--- config.mk ---
export PLATFORM = sky130hd
export DESIGN_NAME = seg_light_rotator
export DESIGN_NICKNAME = d
export VERILOG_FILES = /design/src/rtl/lr_pkg.sv /design/src/rtl/lr_dwell_timer.sv /design/src/rtl/lr_step_fsm.sv /design/src/rtl/lr_seg_out.sv /design/src/rtl/seg_light_rotator.sv
export SDC_FILE = /design/constraint.sdc
export NUM_CORES = 1
export LEC_CHECK = 0
export CAP_MARGIN = 20
export CORE_MARGIN = 8
export CORE_UTILIZATION = 35
export CTS_BUF_LIST = sky130_fd_sc_hd__clkbuf_16
export CTS_CLUSTER_DIAMETER = 120
export CTS_CLUSTER_SIZE = 25
export DETAILED_ROUTE_END_ITERATION = 8
export PLACE_DENSITY = 0.61
export SLEW_MARGIN = 25
export SYNTH_ARGS = -nofsm -noshare
export SYNTH_HDL_FRONTEND = slang
export SYNTH_SLANG_ARGS = --single-unit
--- constraint.sdc ---
create_clock -name clk -period 2.5 [get_ports clk]
set_clock_uncertainty 0.15 [all_clocks]
set_input_delay 0.5 -clock clk [delete_from_list [all_inputs] [get_ports clk]]
set_output_delay 0.5 -clock clk [all_outputs]
set_load 0.005 [all_outputs]
--- src/rtl/lr_pkg.sv ---
// Package: shared state type and decode functions for the light rotator.
// Assumes segment vector order {a,b,c,d,e,f,g}, active high.
package lr_pkg;

    typedef enum logic [3:0] {
        ST_A  = 4'd0,  ST_AB = 4'd1,
        ST_B  = 4'd2,  ST_BC = 4'd3,
        ST_C  = 4'd4,  ST_CD = 4'd5,
        ST_D  = 4'd6,  ST_DE = 4'd7,
        ST_E  = 4'd8,  ST_EF = 4'd9,
        ST_F  = 4'd10, ST_FA = 4'd11
    } lr_state_t;

    localparam int SEG_W = 7;

    // Successor in the rotation loop.
    function automatic lr_state_t lr_next(input lr_state_t s);
        lr_state_t n;
        case (s)
            ST_A:    n = ST_AB;
            ST_AB:   n = ST_B;
            ST_B:    n = ST_BC;
            ST_BC:   n = ST_C;
            ST_C:    n = ST_CD;
            ST_CD:   n = ST_D;
            ST_D:    n = ST_DE;
            ST_DE:   n = ST_E;
            ST_E:    n = ST_EF;
            ST_EF:   n = ST_F;
            ST_F:    n = ST_FA;
            default: n = ST_A;
        endcase
        return n;
    endfunction

    // Pattern driven in each state (Moore output).
    function automatic logic [SEG_W-1:0] lr_pattern(input lr_state_t s);
        logic [SEG_W-1:0] p;
        case (s)
            ST_A:    p = 7'b1000000;
            ST_AB:   p = 7'b1100000;
            ST_B:    p = 7'b0100000;
            ST_BC:   p = 7'b0110000;
            ST_C:    p = 7'b0010000;
            ST_CD:   p = 7'b0011000;
            ST_D:    p = 7'b0001000;
            ST_DE:   p = 7'b0001100;
            ST_E:    p = 7'b0000100;
            ST_EF:   p = 7'b0000110;
            ST_F:    p = 7'b0000010;
            default: p = 7'b1000010;
        endcase
        return p;
    endfunction

    // True for the two-segment transition states, which use the short dwell.
    function automatic logic lr_is_pair(input lr_state_t s);
        return s[0];
    endfunction

endpackage

--- src/rtl/lr_dwell_timer.sv ---
// Module: shared dwell timer. Counts cycles inside the present state.
// It flags expiry at the terminal count and clears on that same edge.
// It holds its value while hold is high. Assumes the limit changes only
// together with an expiry, so the count never starts above a new limit.
module lr_dwell_timer #(
    parameter int CW = 23
) (
    input  logic          clk,
    input  logic          rst_n,
    input  logic          hold,
    input  logic [CW-1:0] limit,
    output logic [CW-1:0] count,
    output logic          expire
);

    // Expiry when the terminal count is reached and the timer is not held.
    always_comb begin
        expire = !hold && (count == limit);
    end

    // Count register: clear on reset or expiry, freeze on hold, else increment.
    always_ff @(posedge clk) begin
        if (!rst_n) begin
            count <= '0;
        end else if (expire) begin
            count <= '0;
        end else if (!hold) begin
            count <= count + 1'b1;
        end
    end

    assert_count_in_range_R3: assert property (@(posedge clk) disable iff (!rst_n)
        count <= limit);

    assert_hold_freezes_R5: assert property (@(posedge clk) disable iff (!rst_n)
        hold |=> $stable(count));

endmodule

--- src/rtl/lr_step_fsm.sv ---
// Module: state register of the rotator. Moves to the loop successor
// when the timer releases a step, and otherwise holds the present state.
module lr_step_fsm
    import lr_pkg::*;
(
    input  logic      clk,
    input  logic      rst_n,
    input  logic      advance,
    output lr_state_t state
);

    lr_state_t state_nx;

    // Next-state logic: step along the loop on advance.
    always_comb begin
        state_nx = advance ? lr_next(state) : state;
    end

    // State register with synchronous reset to the first segment.
    always_ff @(posedge clk) begin
        if (!rst_n) begin
            state <= ST_A;
        end else begin
            state <= state_nx;
        end
    end

    assert_idle_holds_R5: assert property (@(posedge clk) disable iff (!rst_n)
        !advance |=> $stable(state));

    assert_step_moves_R2: assert property (@(posedge clk) disable iff (!rst_n)
        advance |=> (state != $past(state)));

endmodule

--- src/rtl/lr_seg_out.sv ---
// Module: segment output stage. It decodes the state to a pattern, either
// straight through or through one register stage that removes glitches
// and adds one cycle of latency (chosen by REG_OUT).
module lr_seg_out
    import lr_pkg::*;
#(
    parameter bit REG_OUT = 1'b0
) (
    input  logic             clk,
    input  logic             rst_n,
    input  lr_state_t        state,
    output logic [SEG_W-1:0] seg
);

    logic [SEG_W-1:0] pat;

    // Pure Moore decode of the present state.
    always_comb begin
        pat = lr_pattern(state);
    end

    generate
        if (REG_OUT) begin : g_reg
            logic [SEG_W-1:0] seg_q;
            // Output register: one-cycle delayed, glitch-free pattern.
            always_ff @(posedge clk) begin
                if (!rst_n) begin
                    seg_q <= lr_pattern(ST_A);
                end else begin
                    seg_q <= pat;
                end
            end
            assign seg = seg_q;
        end else begin : g_comb
            assign seg = pat;
        end
    endgenerate

endmodule

--- src/rtl/seg_light_rotator.sv ---
// Module: top of the timed segment light rotator. It picks the dwell limit
// of the present state and ties the timer, the state register and the
// output stage together. Assumes both cycle counts are at least 1.
module seg_light_rotator
    import lr_pkg::*;
#(
    parameter int LONG_CYCLES  = 6000000,
    parameter int SHORT_CYCLES = 1750000,
    parameter bit REG_OUT      = 1'b0
) (
    input  logic       clk,
    input  logic       rst_n,
    input  logic       stop,
    output logic [6:0] seg
);

    localparam int MAX_CYC = (LONG_CYCLES > SHORT_CYCLES) ? LONG_CYCLES : SHORT_CYCLES;
    localparam int CW      = (MAX_CYC > 2) ? $clog2(MAX_CYC) : 1;
    localparam logic [CW-1:0] LONG_LIM  = CW'(LONG_CYCLES - 1);
    localparam logic [CW-1:0] SHORT_LIM = CW'(SHORT_CYCLES - 1);

    lr_state_t     state;
    logic [CW-1:0] limit;
    logic [CW-1:0] count;
    logic          expire;

    // Dwell selection: short for transition states, long for single segments.
    always_comb begin
        limit = lr_is_pair(state) ? SHORT_LIM : LONG_LIM;
    end

    lr_dwell_timer #(.CW(CW)) u_timer (
        .clk    (clk),
        .rst_n  (rst_n),
        .hold   (stop),
        .limit  (limit),
        .count  (count),
        .expire (expire)
    );

    lr_step_fsm u_fsm (
        .clk     (clk),
        .rst_n   (rst_n),
        .advance (expire),
        .state   (state)
    );

    lr_seg_out #(.REG_OUT(REG_OUT)) u_out (
        .clk   (clk),
        .rst_n (rst_n),
        .state (state),
        .seg   (seg)
    );

    assert_g_dark_R7: assert property (@(posedge clk) disable iff (!rst_n)
        (seg[0] == 1'b0) && ($countones(seg) >= 1) && ($countones(seg) <= 2));

    assert_stop_no_step_R5: assert property (@(posedge clk) disable iff (!rst_n)
        stop |=> $stable(state));

endmodule

== Yosys cells after proc, flatten, opt, wreduce, memory -nomap -nowiden ==
Memory sizes are Yosys's and may differ from the RTL's. A register that Yosys moved wholly into a read port is not among the register bits.
Index checks and enable logic that the tools add are counted.
Cells by class
  add/sub/neg operators: 1
  $mul: 0
  div/mod/pow operators: 0
  magnitude comparators: 0
  eq/ne operators: 1
  shifts and indexed selects: 0
  mux-type cells: 1
  bitwise operators: 1
  reduce and logical (&&, ||, !) cells: 4
Operator list (number)
  adder 23 x 1 -> 23 bit (second input constant): 1
  == test 23 bit: 1
  2-to-1 mux 23 bit: 1
  logical NOT 1 bit: 2
  OR reduction 2 bit: 1
  logical AND 1 bit: 1
  NOT 1 bit: 1
Storage, ports and cells
  register bits: 23
  bits in latches: 0
  bits in writable memories: 0
  ROM bits: 160
  output and inout port bits: 7
  logic and storage cells: 11
  memories: 2
Memory list
  (no name shown): depth 16, bits a word 6, read ports 1, clocked after memory_dff 0, wr ports 0, RTL line lr_pkg.sv:39  | case (s)
  (no name shown): depth 16, bits a word 4, read ports 1, clocked after memory_dff 1, wr ports 0, RTL line lr_pkg.sv:19  | case (s)

== Depth between registers and ports, before layout ==
Gate-level depths: netlist (run 1).
  depth after elaboration: 4
  gate-level depth with buffers: 7
  gate-level depth less buffers: 6

== Modules after synthesis ==
Synthesis (run 1) repeated with hierarchy kept, for this count alone.
Second synthesis, totals
  cells, all modules: 203
  area total of the unflattened synthesis: 1806.7 um^2
Modules (own cells, without submodules)
  lr_dwell_timer: instances 1, cells an instance 156, area each 1465.2 um^2, sequential area each 460.4 um^2
  lr_step_fsm: instances 1, cells an instance 27, area each 237.7 um^2, sequential area each 80.1 um^2
  lr_seg_out: instances 1, cells an instance 17, area each 92.6 um^2, sequential area each 0.0 um^2
  seg_light_rotator: instances 1, cells an instance 3, area each 11.3 um^2, sequential area each 0.0 um^2

== Least setup slack after synthesis (run 1) ==
Ideal clock, no wire load.
  path kind: input port to flip-flop
  start point: in stop
  end point: reg u_fsm.state[2]
  setup time: 0.070 ns
  arrival: 1.758 ns
  setup slack: 0.522 ns
  stages: 5
  path buffers: 0
  cells stage by stage: nand4b_1 nor4_2 o2111ai_4 a2111o_1 a21boi_1
Between the ends
  cells in the longest elaborated chain, start to end: 2
RTL lines
  start, declared: RTL line seg_light_rotator.sv:13  | input logic stop,
  logical NOT 1 bit
  logical AND 1 bit: RTL line lr_dwell_timer.sv:18  | expire = !hold && (count == limit);
  end, declared: RTL line lr_step_fsm.sv:9  | output lr_state_t state
No other way between the ends.
A chain may end at the register's enable or synchronous reset.

== Worst setup path after layout (run 1) ==
  start point: reg u_fsm.state[0]
  end point: out seg[2]
Between the ends
  cells in the longest elaborated chain, start to end: 1
RTL lines
  memory read (16 x 6 bit)
  end, declared: RTL line seg_light_rotator.sv:14  | output logic [6:0] seg
No other way between the ends.

==> results of run 1 <==
## tightest hold or removal path: stages (launching register included)
cell      delay [ns]
dfxtp_2         0.37
nand2_1         0.07
a21boi_1        0.05
## stage by stage
stage          hold WS (ns)  setup slack (ns)  utilization, %  area [um2]  cells
6_report              0.382             0.139            42.0        1660    226
5_1_grt               0.417            0.0182            42.0        1660    226
4_1_cts               0.391             0.114            42.0        1660    226
3_5_place_dp          0.381            0.0111            40.0        1580    222
3_3_place_gp          0.364            0.0637            40.0        1580    222
2_1_floorplan         0.343             0.522               -        1410    162
## kinds of logic after synthesis
logic type | count (synthesis) | synth area share [%]
multiplexers | 3 | 2.13
adder cells (fa/ha/maj) | 4 | 3.56
AND/OR/NAND/NOR | 80 | 28.5
flip-flops | 27 | 38.4
other | 1 | 0.266
buffers and inverters | 10 | 3.20
AO/OA/AOI/OAI | 15 | 10.2
XOR/XNOR | 22 | 13.7
## routing by layer
layer	vias up	share of wire [%]
li1	583	-
met1	524	44
met2	23	50
met3	2	5.1
met4	0	0.93
met5	-	0
## sequential cells by signal (all words and copies together) (netlist names)
register	cells
u_timer.count	23
u_fsm.state	4
## synth_stat cells, types with 2 or more instances
cell type	n	area, um2
a21boi_0	2	15.0
a21boi_1	2	15.0
and3_1	3	18.8
buf_2	3	15.0
dfxtp_1	27	541
ha_1	4	50.1
inv_1	5	18.8
mux2i_1	3	30.0
nand2_1	14	52.6
nand3_1	8	40.0
nand4_1	5	31.3
nand4b_1	3	26.3
nor2_1	31	116
nor2b_1	2	12.5
nor3_1	5	25.0
or4b_1	2	20.0
xnor2_1	8	70.1
xor2_1	14	123
## worst max-delay path by stage
stage	from	endpoint	slack (ns)
after floorplan	stop	u_fsm.state[2]	0.52
after global placement	stop	u_fsm.state[2]	0.06
after detailed placement	stop	u_fsm.state[2]	0.01
after CTS	u_fsm.state[0]	seg[2]	0.11
after global routing	u_fsm.state[0]	seg[2]	0.02
final	u_fsm.state[0]	seg[2]	0.14
## power groups by stage
stage,clock network (mW),logic [mW],registers [mW]
after floorplan,0,0.0151,0.446
after global placement,0,0.0237,0.447
after detailed placement,0,0.0245,0.447
after CTS,0.364,0.0249,0.437
after global routing,0.379,0.0282,0.437
final,0.351,0.0245,0.437
## placed cells by master, fill, tap and decap left out, types with 2 or more instances in the layout
cell and instances:
and3_1 3, a21boi_0 2, buf_4 7, clkdlybuf4s50_1 8
nand4_1 5, dfxtp_1 26, mux2i_1 3, a21boi_1 2
xor2_1 14, nor3_1 5, nor2_1 31, nor2b_1 2
or4b_1 2, nand2_1 14, inv_1 6, nand4b_1 3
clkbuf_16 3, nand3_1 8, ha_1 4, xnor2_1 8
## final cells by class
type | instances | share of cell area [%]
Clock buffer | 3 | 4.53
Clock inverter | 1 | 0.227
Inverter | 5 | 1.13
Multi-Input combinational cell | 125 | 49.6
Sequential cell | 27 | 32.7
Tap cell | 50 | 3.78
Timing Repair Buffer | 15 | 8.01
## timing repair
| action | in CTS | in global routing |
|---|---|---|
| endpoints found under the setup margin | 2 | 0 |
| buffers inserted | 0 | 0 |
| gates resized for setup | 1 | 0 |
| hold buffers | 0 | 0 |
==> results.cfg, run 1 <==
[timing]
timing.final.crit_period_ns = 2.36
grt_setup_unrepaired = false
period_share_pct = 94.5
hold_viol = 0
fmax_mhz = 424
setup_viol = 0
setup_tns_ns = 0
slew_viol_final = 0

[route]
via_per_inst = 5.01
drt-total-wl_um = 2700
drc_errors = 0
drt_iter0_drc = 38
drtAntennaViolNets = 0
dr.pass1.iters = 4
routedWlPerCell_um = 12.0
dr_total_vias = 1132

[final_layout]
multiInputGateArea_um2 = 822
drive_gt1_share_pct = 9.66
regArea_um2 = 542
nets = 184
nFillCells = 383
n_antenna_cell = 0
syn2layout_area_growth_pct = 17.7

[synthesis]
ys_async_sr_fraction_pct = 0
synth_ff_type = dfxtp_1
synthesis.area_um2 = 1410
syn_area_per_cell_um2 = 8.69
ys_seq_area_share_pct = 38.4
ys_warn_count = 0
ys_types = 39
synth_edf_count = 0
synth_nets = 169
ys_ff_latch = 27
synthCells = 162

[clock_tree]
h-tree-depth = 1
clkSinkCount = 27
cts_buffers = 3
root_buffer = clkbuf_16
path_clk_slew_ns = 0.06
clk_latency_ns = 0.26
cts_tree = yes
clock_path_buffers = 2

[global_route]
grt_max_degree = 15
grt_pass1_wl_um = 4700
grt_usage_pct = 9.15
grt_overflow = 0
grt_use_met2_pct = 16.0
use_met1_pct = 10.2
use_met3_pct = 2.70
globalRoute.busiestLayer = met2
antenna_found_initial = 0
grt_pass1_vias = 1114

[floorplan]
die_w_um = 79.4
die_h_um = 79.4
io-pin-count = 10
initial_core_util_pct = 35.7
coreArea_um2 = 3940
row_count = 23
die_area_um2 = 6310

[worst_hold_path]
hold_end = u_fsm.state[0]
hold_start = u_fsm.state[0]
min_path_type = reg2reg
min_delay_path_depth = 2

[placement]
gp_congestion = 0.759
port_buffers = 8
dpl.hpwl_um = 2050

[worst_setup_path]
path_max_fanout = 9
critPathLaunchType = flip-flop
cp.depth = 4
cp_num_buf_inv = 1
slowest_stage = clkdlybuf4s50_1
rr_endpoint = u_fsm.state[2]
regToRegSetupSlack_ns = 0.43
worst_setup_path_end_kind = output pin
reg2reg_from = u_timer.count[0]
crit_path_max_incr_delay_ns = 0.53
worstPathRequired_ns = 1.85
reg2reg_depth = 6
crit_chain = ha_1 -> nand2_1 -> o21ai_0 -> clkdlybuf4s50_1
worstPathArrival_ns = 1.71
path_delay_family = buffers and inverters
critical_path_class = reg2out

[power]
p_per_area_nw_per_um2 = 491
swShare_pct = 18.9
p_int_uw = 659
p_leak_nw = 0.597
power.share.sequential_pct = 53.8
ir_worst_vdd_mv = 0.237
p_comb_share_pct = 3.0
p_total_uw = 813
clkPwrFrac_pct = 43.2
p_switching_uw = 154

[run_status]
status = completed

[run]
cap_viol_max_count = 0
Power figures use the tool's default switching activity.
==> inputs of run 2 (changes only) <==
--- a/config.mk
+++ b/config.mk
@@ -5,7 +5,6 @@
 export SDC_FILE = /design/constraint.sdc
 export NUM_CORES = 1
 export LEC_CHECK = 0
-export CAP_MARGIN = 20
 export CORE_MARGIN = 8
 export CORE_UTILIZATION = 35
 export CTS_BUF_LIST = sky130_fd_sc_hd__clkbuf_16
@@ -13,6 +12,7 @@
 export CTS_CLUSTER_SIZE = 25
 export DETAILED_ROUTE_END_ITERATION = 8
 export PLACE_DENSITY = 0.61
+export SKIP_LAST_GASP = 1
 export SLEW_MARGIN = 25
 export SYNTH_ARGS = -nofsm -noshare
 export SYNTH_HDL_FRONTEND = slang
==> results of run 2 <==
Final layout, timing and power as in run 1 (identical DEF).
